==> config.mk <==
export PLATFORM = sky130hd
export DESIGN_NAME = intr_sticky_ctrl
export DESIGN_NICKNAME = d
export VERILOG_FILES = /design/src/rtl/intr_pkg.sv /design/src/rtl/intr_evt_map.sv /design/src/rtl/intr_regs.sv /design/src/rtl/intr_out.sv /design/src/rtl/intr_sticky_ctrl.sv
export SDC_FILE = /design/constraint.sdc
export NUM_CORES = 1
export LEC_CHECK = 0
export BUFFER_PORTS_ARGS = -buffer_cell sky130_fd_sc_hd__buf_4
export CAP_MARGIN = 5
export CORE_MARGIN = 2
export CORE_UTILIZATION = 25
export DETAILED_ROUTE_END_ITERATION = 10
export PLACE_DENSITY = 0.58
export RECOVER_POWER = 100
export SLEW_MARGIN = 20
export SYNTH_ARGS = -nofsm -noshare
export SYNTH_HDL_FRONTEND = slang
export SYNTH_HIERARCHICAL = 1
export SYNTH_SLANG_ARGS = --single-unit
==> constraint.sdc <==
create_clock -name clk -period 3 [get_ports clk]
set_input_delay 0.15 -clock clk [delete_from_list [all_inputs] [get_ports clk]]
set_output_delay 0.15 -clock clk [all_outputs]
set_load 0.1 [all_outputs]
==> src/rtl/intr_pkg.sv <==
// Package: register offsets, status bit positions and masks shared by the
// interrupt aggregator and its checker. Assumes byte offsets fit in 8 bits.
package intr_pkg;
    localparam int unsigned OFS_W    = 8;
    localparam logic [OFS_W-1:0] OFS_GIE  = 8'h1C;
    localparam logic [OFS_W-1:0] OFS_STAT = 8'h20;
    localparam logic [OFS_W-1:0] OFS_EN   = 8'h28;

    localparam int unsigned B_TXE  = 2;
    localparam int unsigned B_TXU  = 3;
    localparam int unsigned B_RXF  = 4;
    localparam int unsigned B_RXO  = 5;
    localparam int unsigned B_TXH  = 6;
    localparam int unsigned B_RXNE = 8;
    localparam int unsigned B_GIE  = 31;

    localparam logic [31:0] STAT_MASK = (32'd1 << B_TXE) | (32'd1 << B_TXU) |
                                        (32'd1 << B_RXF) | (32'd1 << B_RXO) |
                                        (32'd1 << B_TXH) | (32'd1 << B_RXNE);
    localparam logic [31:0] GIE_MASK  = 32'd1 << B_GIE;
endpackage

==> src/rtl/intr_evt_map.sv <==
// Module: maps the named data-path events and levels onto a set vector laid
// out like the status register. Pure combinational; assumes DATA_W >= 9.
module intr_evt_map
    import intr_pkg::*;
#(
    parameter int unsigned DATA_W = 32
) (
    input  logic              ev_tx_empty,
    input  logic              ev_tx_underrun,
    input  logic              ev_rx_full,
    input  logic              ev_rx_overrun,
    input  logic              ev_tx_half,
    input  logic              ev_rx_nonempty,
    input  logic              lvl_rx_nonempty,
    input  logic              lvl_rx_full,
    input  logic              ev_byte_done,
    output logic [DATA_W-1:0] set_vec
);
    // Build the per-bit set request from pulses and levels.
    always_comb begin
        set_vec         = '0;
        set_vec[B_TXE]  = ev_tx_empty | ev_byte_done;
        set_vec[B_TXU]  = ev_tx_underrun;
        set_vec[B_RXF]  = ev_rx_full | lvl_rx_full;
        set_vec[B_RXO]  = ev_rx_overrun;
        set_vec[B_TXH]  = ev_tx_half;
        set_vec[B_RXNE] = ev_rx_nonempty | lvl_rx_nonempty | ev_byte_done;
    end
endmodule

==> src/rtl/intr_regs.sv <==
// Module: status, enable and global enable registers with the register port.
// Status writes toggle; hardware set requests win over a toggle. Read data is
// combinational from the address. Assumes ADDR_W >= 8 and DATA_W == 32.
module intr_regs
    import intr_pkg::*;
#(
    parameter int unsigned DATA_W = 32,
    parameter int unsigned ADDR_W = 8
) (
    input  logic              clk,
    input  logic              rst_n,
    input  logic              wr_en,
    input  logic [ADDR_W-1:0] addr,
    input  logic [DATA_W-1:0] wdata,
    input  logic [DATA_W-1:0] set_vec,
    output logic [DATA_W-1:0] status_q,
    output logic [DATA_W-1:0] enable_q,
    output logic [DATA_W-1:0] gie_q,
    output logic [DATA_W-1:0] rdata
);
    localparam logic [DATA_W-1:0] S_MASK = DATA_W'(STAT_MASK);
    localparam logic [DATA_W-1:0] G_MASK = DATA_W'(GIE_MASK);

    logic hit_gie, hit_stat, hit_en;
    logic [DATA_W-1:0] toggle;

    // Decode which register the current access targets.
    always_comb begin
        hit_gie  = (addr == ADDR_W'(OFS_GIE));
        hit_stat = (addr == ADDR_W'(OFS_STAT));
        hit_en   = (addr == ADDR_W'(OFS_EN));
        toggle   = (wr_en && hit_stat) ? wdata : '0;
    end

    // Status: toggle by software, then OR in hardware events (set wins).
    always_ff @(posedge clk) begin
        if (!rst_n) status_q <= '0;
        else        status_q <= ((status_q ^ toggle) | set_vec) & S_MASK;
    end

    // Enable and global enable: plain storage of implemented bits.
    always_ff @(posedge clk) begin
        if (!rst_n) begin
            enable_q <= '0;
            gie_q    <= '0;
        end else if (wr_en) begin
            if (hit_en)  enable_q <= wdata & S_MASK;
            if (hit_gie) gie_q    <= wdata & G_MASK;
        end
    end

    // Read mux; unmapped offsets return zero.
    always_comb begin
        rdata = '0;
        if (hit_gie)  rdata = gie_q;
        if (hit_stat) rdata = status_q;
        if (hit_en)   rdata = enable_q;
    end
endmodule

==> src/rtl/intr_out.sv <==
// Module: forms the level interrupt from the pending, enabled bits and the
// global enable. Combinational; assumes the registers are already masked.
module intr_out
    import intr_pkg::*;
#(
    parameter int unsigned DATA_W = 32
) (
    input  logic [DATA_W-1:0] status,
    input  logic [DATA_W-1:0] enable,
    input  logic [DATA_W-1:0] gie,
    output logic              irq
);
    // Any enabled pending bit, gated by the global enable.
    always_comb irq = gie[B_GIE] && (|(status & enable));
endmodule

==> src/rtl/intr_sticky_ctrl.sv <==
// Module: top of the sticky interrupt aggregator. Connects the event map,
// the register file and the output stage. Assumes a single clock domain and
// event inputs that are synchronous to clk.
module intr_sticky_ctrl #(
    parameter int unsigned DATA_W = 32,
    parameter int unsigned ADDR_W = 8
) (
    input  logic              clk,
    input  logic              rst_n,
    input  logic              reg_wr_en,
    input  logic [ADDR_W-1:0] reg_addr,
    input  logic [DATA_W-1:0] reg_wdata,
    output logic [DATA_W-1:0] reg_rdata,
    input  logic              ev_tx_empty,
    input  logic              ev_tx_underrun,
    input  logic              ev_rx_full,
    input  logic              ev_rx_overrun,
    input  logic              ev_tx_half,
    input  logic              ev_rx_nonempty,
    input  logic              lvl_rx_nonempty,
    input  logic              lvl_rx_full,
    input  logic              ev_byte_done,
    output logic              irq_o
);
    logic [DATA_W-1:0] set_vec, status_q, enable_q, gie_q;

    intr_evt_map #(.DATA_W(DATA_W)) i_map (
        .ev_tx_empty(ev_tx_empty), .ev_tx_underrun(ev_tx_underrun),
        .ev_rx_full(ev_rx_full), .ev_rx_overrun(ev_rx_overrun),
        .ev_tx_half(ev_tx_half), .ev_rx_nonempty(ev_rx_nonempty),
        .lvl_rx_nonempty(lvl_rx_nonempty), .lvl_rx_full(lvl_rx_full),
        .ev_byte_done(ev_byte_done), .set_vec(set_vec)
    );

    intr_regs #(.DATA_W(DATA_W), .ADDR_W(ADDR_W)) i_regs (
        .clk(clk), .rst_n(rst_n), .wr_en(reg_wr_en), .addr(reg_addr),
        .wdata(reg_wdata), .set_vec(set_vec), .status_q(status_q),
        .enable_q(enable_q), .gie_q(gie_q), .rdata(reg_rdata)
    );

    intr_out #(.DATA_W(DATA_W)) i_out (
        .status(status_q), .enable(enable_q), .gie(gie_q), .irq(irq_o)
    );
endmodule

==> results of run 1 <==
per-layer routing:
layer	wire, um	part of all wire [%]
met1	1120	44
met2	1300	51
met3	128	5.0
met4	14	0.55
met5	0	0
cell usage in the layout (no fill, tap or decap), types with 2 or more instances in the layout:
cell,instances
mux2i_1,13
a22oi_1,15
inv_1,6
clkbuf_8,3
clkbuf_1,4
nand2_1,14
or3_1,2
dfxtp_1,13
nand3_1,6
buf_4,30
conb_1,77
o211a_1,5
nand2b_1,2
or2_1,2
o41ai_1,5
nand4_1,4
nor2_1,16
per-stage QoR:
step	total power, W	hold slack (ps)
final	0.000565	165
after global routing	0.000596	172
after CTS	0.000568	160
after detailed placement	0.000411	418
after global placement	0.000409	410
after floorplan	0.000452	289
sequential cells by signal, summed over array words and instances (netlist names):
signal and count:
i_regs/enable_q 6, i_regs/gie_q 1, i_regs/status_q 6
how the worst min path moves through the flow:
stage | endpoint | slack (ps) | depth (start not counted) | from
after global routing | i_regs/enable_q[8] | 170 | 3 | reg_wdata[8]
final | i_regs/enable_q[8] | 160 | 3 | reg_wdata[8]
after global placement | i_regs/gie_q[31] | 410 | 3 | reg_wdata[31]
after floorplan | i_regs/enable_q[2] | 290 | 2 | reg_wdata[2]
after detailed placement | i_regs/enable_q[8] | 420 | 3 | reg_wdata[8]
after CTS | i_regs/enable_q[8] | 160 | 3 | reg_wdata[8]
critical path: cells and delay by family (launching register included):
family                 cells  cell delay [ps]
flip-flops                 1              400
AND/OR/NAND/NOR            1              110
AO/OA/AOI/OAI              2              270
buffers and inverters      1              880
power groups by stage:
stage	Clock [W]	Combinational (W)	Sequential [W]
CTS	0.000161	0.000222	0.000185
finish	0.000156	0.000223	0.000185
global route	0.000172	0.000238	0.000186
floorplan	0	0.000265	0.000187
global placement	0	0.000221	0.000188
detailed placement	0	0.000222	0.000189
area by class of cell:
class	instances	area [um^2]
multi-input cells	173	942
flip-flops and latches	13	260
inverters	6	22.5
well taps	77	96.3
repair buffers	34	244
fillers	698	4630
clock buffers	4	45.0
==> metrics.txt, run 1 <==
outcome=complete, no violations; wire length per cell=8.33 um; cell breakdown of the critical path=a22oi_1, nand4_1, o41a_1, clkbuf_1; CTS tree=done; grt ovf=0; Starting Density=25.4%; first-pass GRT wire length=4280 um; reg2reg start=i_regs/status_q[8]; GRT met1 Usage=9.05%; clk sink count=13; Total Wirelength=2560 um; critical path fanouts, max=4; worst-margin pin slew=1190 ps; Placed Area=1580 um^2; Nets=283; CP required=2850 ps; dpl cells=303; I/O pins=85; met3 Use GR=0.593%; Cell Rows=29; Slew Viols, Final=0; Most Crowded Layer GR=met2; Setup violations, final=0; Clk pin slew, worst setup/hold paths=60 ps; LEAKAGE=0.815 nW; Area Growth Syn to Fin=1.50%; Reg2Reg Depth=3; GPL Wtd Cong=0.711; clk_lat worst skew=240 ps; GR Util All Layers=7.39%; switch share=43.8%; sw power=0.000247 W; Pwr per Cell Area=351 nW/um^2; chip height=83.7 um; core box area=6240 um^2; clock buffer count from CTS=3; final worst setup slack=952 ps; drc violations=0; full die area=7000 um^2; setup bufs post-CTS=0; IR drop worst, VDD=0.000249 V; Max Freq=0.488 GHz; 1st-iter DRT viols=25; Final Non-Filler Cells=307; H-tree Lvls=1; Fin Setup TNS=0 ps; CTS root buf=clkbuf_8; fin crit share=68.3%; detailed-route via count=1139; CP startpoint kind=flip-flop; largest net degree at the start of global routing=21; vias in the first global route=980; Clock Power Share=27.6%; Via density=3.71; PortBufs=34; RSZ-0062 raised after global routing=no; critical-path cell with the highest stage delay=clkbuf_1; Rel. slew slack=21.3%; design area=1610 um^2; Sequential Power Share=32.8%; pre-CTS worst setup slack=964 ps; Hold Violations, Final=0; # diodes=0; reg2reg end=i_regs/status_q[8]; crit path to=irq_o; die width=83.7 um; hold_buf cts=0; CP arrival=1900 ps; cell area after synthesis=1590 um^2; post-route ant nets=0; Critical Path Start=i_regs/status_q[8]; routing usage on met2=13.5%; worst setup path class=reg -> out; layout cells sized above 1=16.5%; maxcap violations=0; combinational share of power=39.5%; max incr delay on CP=880 ps; Min Clock Period, post-route=2050 ps; Final Util=25.8%; Synth Area per Inst=7.78 um^2; initial antenna violation count=0; setup slack, reg-to-reg=1890 ps; 1st-pass router iterations=4; Internal Power=0.000318 W; synth warn=6; HP Class=in -> reg; CTS resizes=0; CTS max path bufs=2; post-DP HPWL=2090 um; cells after synthesis=204; crit end category=output pin; Worst Skew=0 ps
(Power assumes the default switching activity.)
==> run 2, diff against run 1 <==
--- a/config.mk
+++ b/config.mk
@@ -5,6 +5,7 @@
 export SDC_FILE = /design/constraint.sdc
 export NUM_CORES = 1
 export LEC_CHECK = 0
+export ABC_AREA = 1
 export BUFFER_PORTS_ARGS = -buffer_cell sky130_fd_sc_hd__buf_4
 export CAP_MARGIN = 5
 export CORE_MARGIN = 2
==> constraint.sdc (replaced) <==
create_clock -name clk -period 1.9 [get_ports clk]
set_input_delay 0.095 -clock clk [delete_from_list [all_inputs] [get_ports clk]]
set_output_delay 0.095 -clock clk [all_outputs]
set_load 0.1 [all_outputs]
==> run 2 against run 1 <==
Utilization up 0.85 points. Synthesized cell count increased by 29%. Sequential share of layout area is 0.70 points lower. Routed wire length fell by 0.90%. Cell count is 21% higher. Setup slack got worse by 630 ps. First-iteration DRC count decreased by 48%. Critical endpoint unchanged. Power is 58% higher. Clock skew stayed put. Combinational power up 59%. Clock power grew 58%. Critical path type unchanged. Via count increased by 11%. Largest power group unchanged.
==> metrics.txt, run 2 <==
Clk pin slew, worst setup/hold paths=60 ps (about the same); LEAKAGE=0.946 nW (+16%); CP arrival=1480 ps (-420 ps); fin crit share=82.9%; Starting Density=25.6% (+0.22 points); GR Util All Layers=6.96% (-0.43 points); cell breakdown of the critical path=nand2_1, nand2_1, nor2_1, nand2_1, nor2_1, a21oi_2, clkbuf_2; synth warn=6 (unchanged); Final Util=26.7% (+0.85 points); most frequent cells in the layout=conb_1 (77), nand2_1 (69), buf_4 (32); drc violations=0 (unchanged); CP required=1800 ps (-1050 ps); RSZ-0062 raised after global routing=no; Setup violations, final=0 (unchanged); full die area=7140 um^2 (+2.0%); worst-margin pin slew=541 ps (-645 ps); clk sink count=13 (unchanged); setup bufs post-CTS=0 (unchanged); wire length per cell=6.81 um (-18%); Worst path most repeated cell=nand2_1; crit end category=output pin; Worst Skew=0 ps (unchanged); CTS max path bufs=2 (unchanged); Nets=348 (+23%); Cell Rows=29 (unchanged); die width=84.5 um (+0.97%); worst setup path class=reg -> out; family with the most delay on the worst path=buffers and inverters; HP Class=in -> reg; cell area after synthesis=1620 um^2 (+2.1%); Rel. slew slack=64.1% (+43 points); post-DP HPWL=2100 um (+0.29%); H-tree Lvls=1 (unchanged); hold_buf cts=0 (unchanged); Min Clock Period, post-route=1570 ps; grt ovf=0 (unchanged); max incr delay on CP=460 ps (-420 ps); CTS resizes=0 (unchanged); CTS root buf=clkbuf_8; initial antenna violation count=0 (unchanged); clk_lat worst skew=240 ps (about the same); clock buffer count from CTS=3 (unchanged); maxcap violations=0 (unchanged); Largest regs=i_regs/enable_q (6), i_regs/status_q (6), i_regs/gie_q (1); Total Wirelength=2530 um (-0.90%); critical-path cell with the highest stage delay=clkbuf_2; largest net degree at the start of global routing=15 (-29%); smallest hold slack=125 ps (-40.2 ps); Area Growth Syn to Fin=3.94%; 1st-pass router iterations=4 (unchanged); core box area=6310 um^2 (+1.2%); design area=1680 um^2 (+4.5%); CTS tree=done; first-pass GRT wire length=4150 um (-3.1%); vias in the first global route=991 (+1.1%); Slew Viols, Final=0 (unchanged); Max Freq=0.635 GHz; fillers=734 (+5.2%); CP startpoint kind=flip-flop; 1st-iter DRT viols=13 (-48%); cells after synthesis=264 (+29%); I/O pins=85 (unchanged); Placed Area=1650 um^2 (+4.4%); PortBufs=34 (unchanged); detailed-route via count=1261 (+11%); Hold Violations, Final=0 (unchanged); # diodes=0 (unchanged); critical path fanouts, max=4 (unchanged); chip height=84.5 um (+0.97%); CP Buf/Inv Count=1 (unchanged); GPL Wtd Cong=0.724 (+1.7%); IR drop worst, VDD=0.000383 V (+54%); Synth Area per Inst=6.13 um^2 (-21%); most common cell after layout, fill and taps aside=conb_1; Via density=3.39 (-8.6%); post-route ant nets=0 (unchanged); Pwr per Cell Area=530 nW/um^2 (+51%); layout cells sized above 1=15.3% (-1.3 points); outcome=complete, no violations
==> run 2: through the flow <==
stage / TNS, ps / instances / worst slack (ps) / total power, W
global route: 0 / 372 / 215 / 0.000941
finish: 0 / 372 / 326 / 0.000891
global placement: 0 / 368 / 446 / 0.000646
detailed placement: 0 / 368 / 446 / 0.000647
floorplan: -1490 / 340 / -302 / 0.000714
CTS: 0 / 372 / 442 / 0.000899
==> run 2: worst min-delay path, cell delays in order <==
cell	delay, ps
buf_4	70
inv_1	30
nand3_1	60
nand2_1	40
inv_1	40
==> run 2: final cells by class <==
| type | instances | area (um^2) | share of cell area (%) |
|---|---|---|---|
| sequential | 13 | 260 | 15.5 |
| inverter | 31 | 116 | 6.91 |
| multi-input combinational | 212 | 907 | 53.9 |
| timing repair buffer | 35 | 258 | 15.3 |
| clock buffer | 4 | 45.0 | 2.68 |
| tap | 77 | 96.3 | 5.72 |
==> run 2: worst paths after layout <==
kind                       from            endpoint  slack [ps]  depth (start not counted)
max          i_regs/status_q[2]               irq_o         330                          7
min              ev_tx_underrun  i_regs/status_q[3]         120                          5
max reg2reg  i_regs/status_q[2]  i_regs/status_q[2]        1120                          5
min reg2reg  i_regs/enable_q[6]  i_regs/enable_q[6]         470                          2
==> run 2: metal layers <==
layer  global-route usage [%]  up-vias  part of all wire (%)
met1                     8.82      496                    45
li1                         -      720                     -
met3                     1.18        4                   5.4
met4                     2.60        0                  0.63
met2                     11.8       41                    49
met5                        0        -                     0
==> run 2: where the power goes <==
group / leakage [nW] / internal (W) / switching, W
Sequential: 0.107 / 0.000282 / 0.00000780
Combinational: 0.817 / 0.0000660 / 0.000288
Clock: 0.0228 / 0.000148 / 0.0000992
==> run 3, diff against run 2 <==
--- a/config.mk
+++ b/config.mk
@@ -5,7 +5,7 @@
 export SDC_FILE = /design/constraint.sdc
 export NUM_CORES = 1
 export LEC_CHECK = 0
-export ABC_AREA = 1
+export ABC_AREA = 0
 export BUFFER_PORTS_ARGS = -buffer_cell sky130_fd_sc_hd__buf_4
 export CAP_MARGIN = 5
 export CORE_MARGIN = 2
==> constraint.sdc (replaced) <==
create_clock -name clk -period 1.65 [get_ports clk]
set_input_delay 0.0825 -clock clk [delete_from_list [all_inputs] [get_ports clk]]
set_output_delay 0.0825 -clock clk [all_outputs]
set_load 0.1 [all_outputs]
==> run 3 against run 2 <==
The flow now finishes with violations (negative setup slack). Setup slack worse by 450 ps. Combinational power up 20%. Routed wire length grew 17%. Via count fell by 8.1%. First-iteration DRC count is 120% higher. Clock skew did not move. Non-clock buffer count grew 7. Flip-flop and latch count is the same. Final area rose by 9.3%. Die area shrank 1.9%. Power is 18% higher. Largest cell class unchanged.
==> metrics.txt, run 3 (synthesis results as in run 1) <==
final worst setup slack=-125 ps (-451 ps); chip height=83.7 um (-0.96%); Rel. slew slack=63.6% (-0.51 points); critical path fanouts, max=6 (+2); core box area=6240 um^2 (-1.1%); worst setup path class=in -> out; layout cells sized above 1=27.3% (+12 points); worst-margin pin slew=548 ps (+7.62 ps); grt ovf=0 (unchanged); HP Class=in -> reg; first-pass GRT wire length=4810 um (+16%); Slew Viols, Final=0 (unchanged); RSZ-0062 raised after global routing=yes; vias in the first global route=1024 (+3.3%); GPL Wtd Cong=0.706 (-2.4%); clk_lat worst skew=240 ps (about the same); largest net degree at the start of global routing=21 (+6); CTS max path bufs=2 (unchanged); 1st-iter DRT viols=28 (+15); crit end category=output pin; Area Growth Syn to Fin=15.9%; initial antenna violation count=0 (unchanged); most frequent cells in the layout=conb_1 (77), buf_4 (29), nand2_1 (14); LEAKAGE=0.886 nW (-6.4%); maxcap violations=0 (unchanged); outcome=finished, violations left; H-tree Lvls=1 (unchanged); Cell Rows=29 (unchanged); Hold Violations, Final=0 (unchanged); Max Freq=0.563 GHz; I/O pins=85 (unchanged); detailed-route via count=1159 (-8.1%); hold_buf cts=0 (unchanged); CP arrival=1690 ps (+210 ps); clk sink count=13 (unchanged); design area=1840 um^2 (+9.3%); post-DP HPWL=2380 um (+13%); drc violations=0 (unchanged); Final Non-Filler Cells=315 (-15%); Clk pin slew, worst setup/hold paths=60 ps (about the same); die width=83.7 um (-0.96%); GR Util All Layers=8.37% (+1.4 points); fillers=698 (-4.9%); Total Wirelength=2980 um (+17%); most common cell after layout, fill and taps aside=conb_1; Pwr per Cell Area=572 nW/um^2 (+8.0%); PortBufs=34 (unchanged); CTS tree=done; Min Clock Period, post-route=1780 ps; CTS root buf=clkbuf_8; IR drop worst, VDD=0.000539 V (+41%); 1st-pass router iterations=4 (unchanged); full die area=7000 um^2 (-1.9%); fin crit share=108%; Setup violations, final=6 (+6); post-route ant nets=0 (unchanged); Worst Skew=0 ps (unchanged); Via density=3.68 (+8.5%); total power=0.00105 W (+18%); # diodes=0 (unchanged); violated checks=negative setup slack; CP required=1570 ps (-230 ps); Nets=291 (-16%); wire length per cell=9.44 um (+39%); Largest regs=i_regs/enable_q (6), i_regs/status_q (6), i_regs/gie_q (1); Placed Area=1670 um^2 (+1.3%); Starting Density=25.4% (-0.22 points); smallest hold slack=92.2 ps (-32.5 ps); dpl cells=309 (-16%); pre-CTS worst setup slack=-224 ps (-670 ps); CP startpoint kind=primary input; clock buffer count from CTS=3 (unchanged)
==> run 3: cell count changes in the layout (fill, tap and decap cells not counted), moves of 7 or more <==
cell	previous run	this run
nand2_1	69	14
inv_1	31	6
mux2i_1	0	13
a22oi_1	0	11
nand3_1	16	6
a21oi_1	7	0
buf_12	0	7
o21ai_0	7	0
==> run 3: cell type report <==
cell class	count	area, um^2	area share, %
multi-input cells	173	1010	54.8
repair buffers	42	400	21.8
flip-flops and latches	13	268	14.6
well taps	77	96.3	5.24
clock buffers	4	45.0	2.45
inverters	6	22.5	1.22
==> run 3: repair_timing <==
item | CTS | global route
hold endpoints to repair | 0 | 0
pin swaps | 4 | 5
endpoints found under the setup margin | 7 | 7
gates resized for setup | 24 | 9
buffers inserted | 0 | 2
==> run 3: power breakdown <==
group	internal, W	switching (W)	total [W]
clock network	0.000171	0.000118	0.000288
registers	0.000326	0.0000122	0.000338
logic	0.0000920	0.000334	0.000426
total	0.000589	0.000464	0.00105
==> run 3: metrics by stage <==
| stage | util, % | setup TNS, ps |
|---|---|---|
| after floorplan | - | -1700 |
| after global placement | 26.7 | -1400 |
| after detailed placement | 26.7 | -1520 |
| after CTS | 29.0 | -740 |
| after global routing | 29.5 | -893 |
| final | 29.5 | -680 |
==> run 3: final timing paths <==
path,start,end,slack [ps],depth (start not counted)
max,reg_addr[1],reg_rdata[4],-130,5
min,reg_wdata[31],i_regs/gie_q[31],90,3
max reg2reg,i_regs/status_q[8],i_regs/status_q[8],550,3
min reg2reg,i_regs/enable_q[5],i_regs/enable_q[5],480,2
==> run 3: critical path, cell delays in order <==
cell and delay (ps):
buf_6 90, or4_4 540, or4b_4 630, nor2_4 170
buf_12 180
==> run 3: per-layer routing <==
layer / GRT usage [%] / vias to the layer above / part of all wire, %
met5: 0 / - / 0
met4: 1.76 / 0 / 0.57
met3: 2.37 / 2 / 4.1
met2: 15.0 / 26 / 52
met1: 9.92 / 512 / 43
li1: - / 619 / -
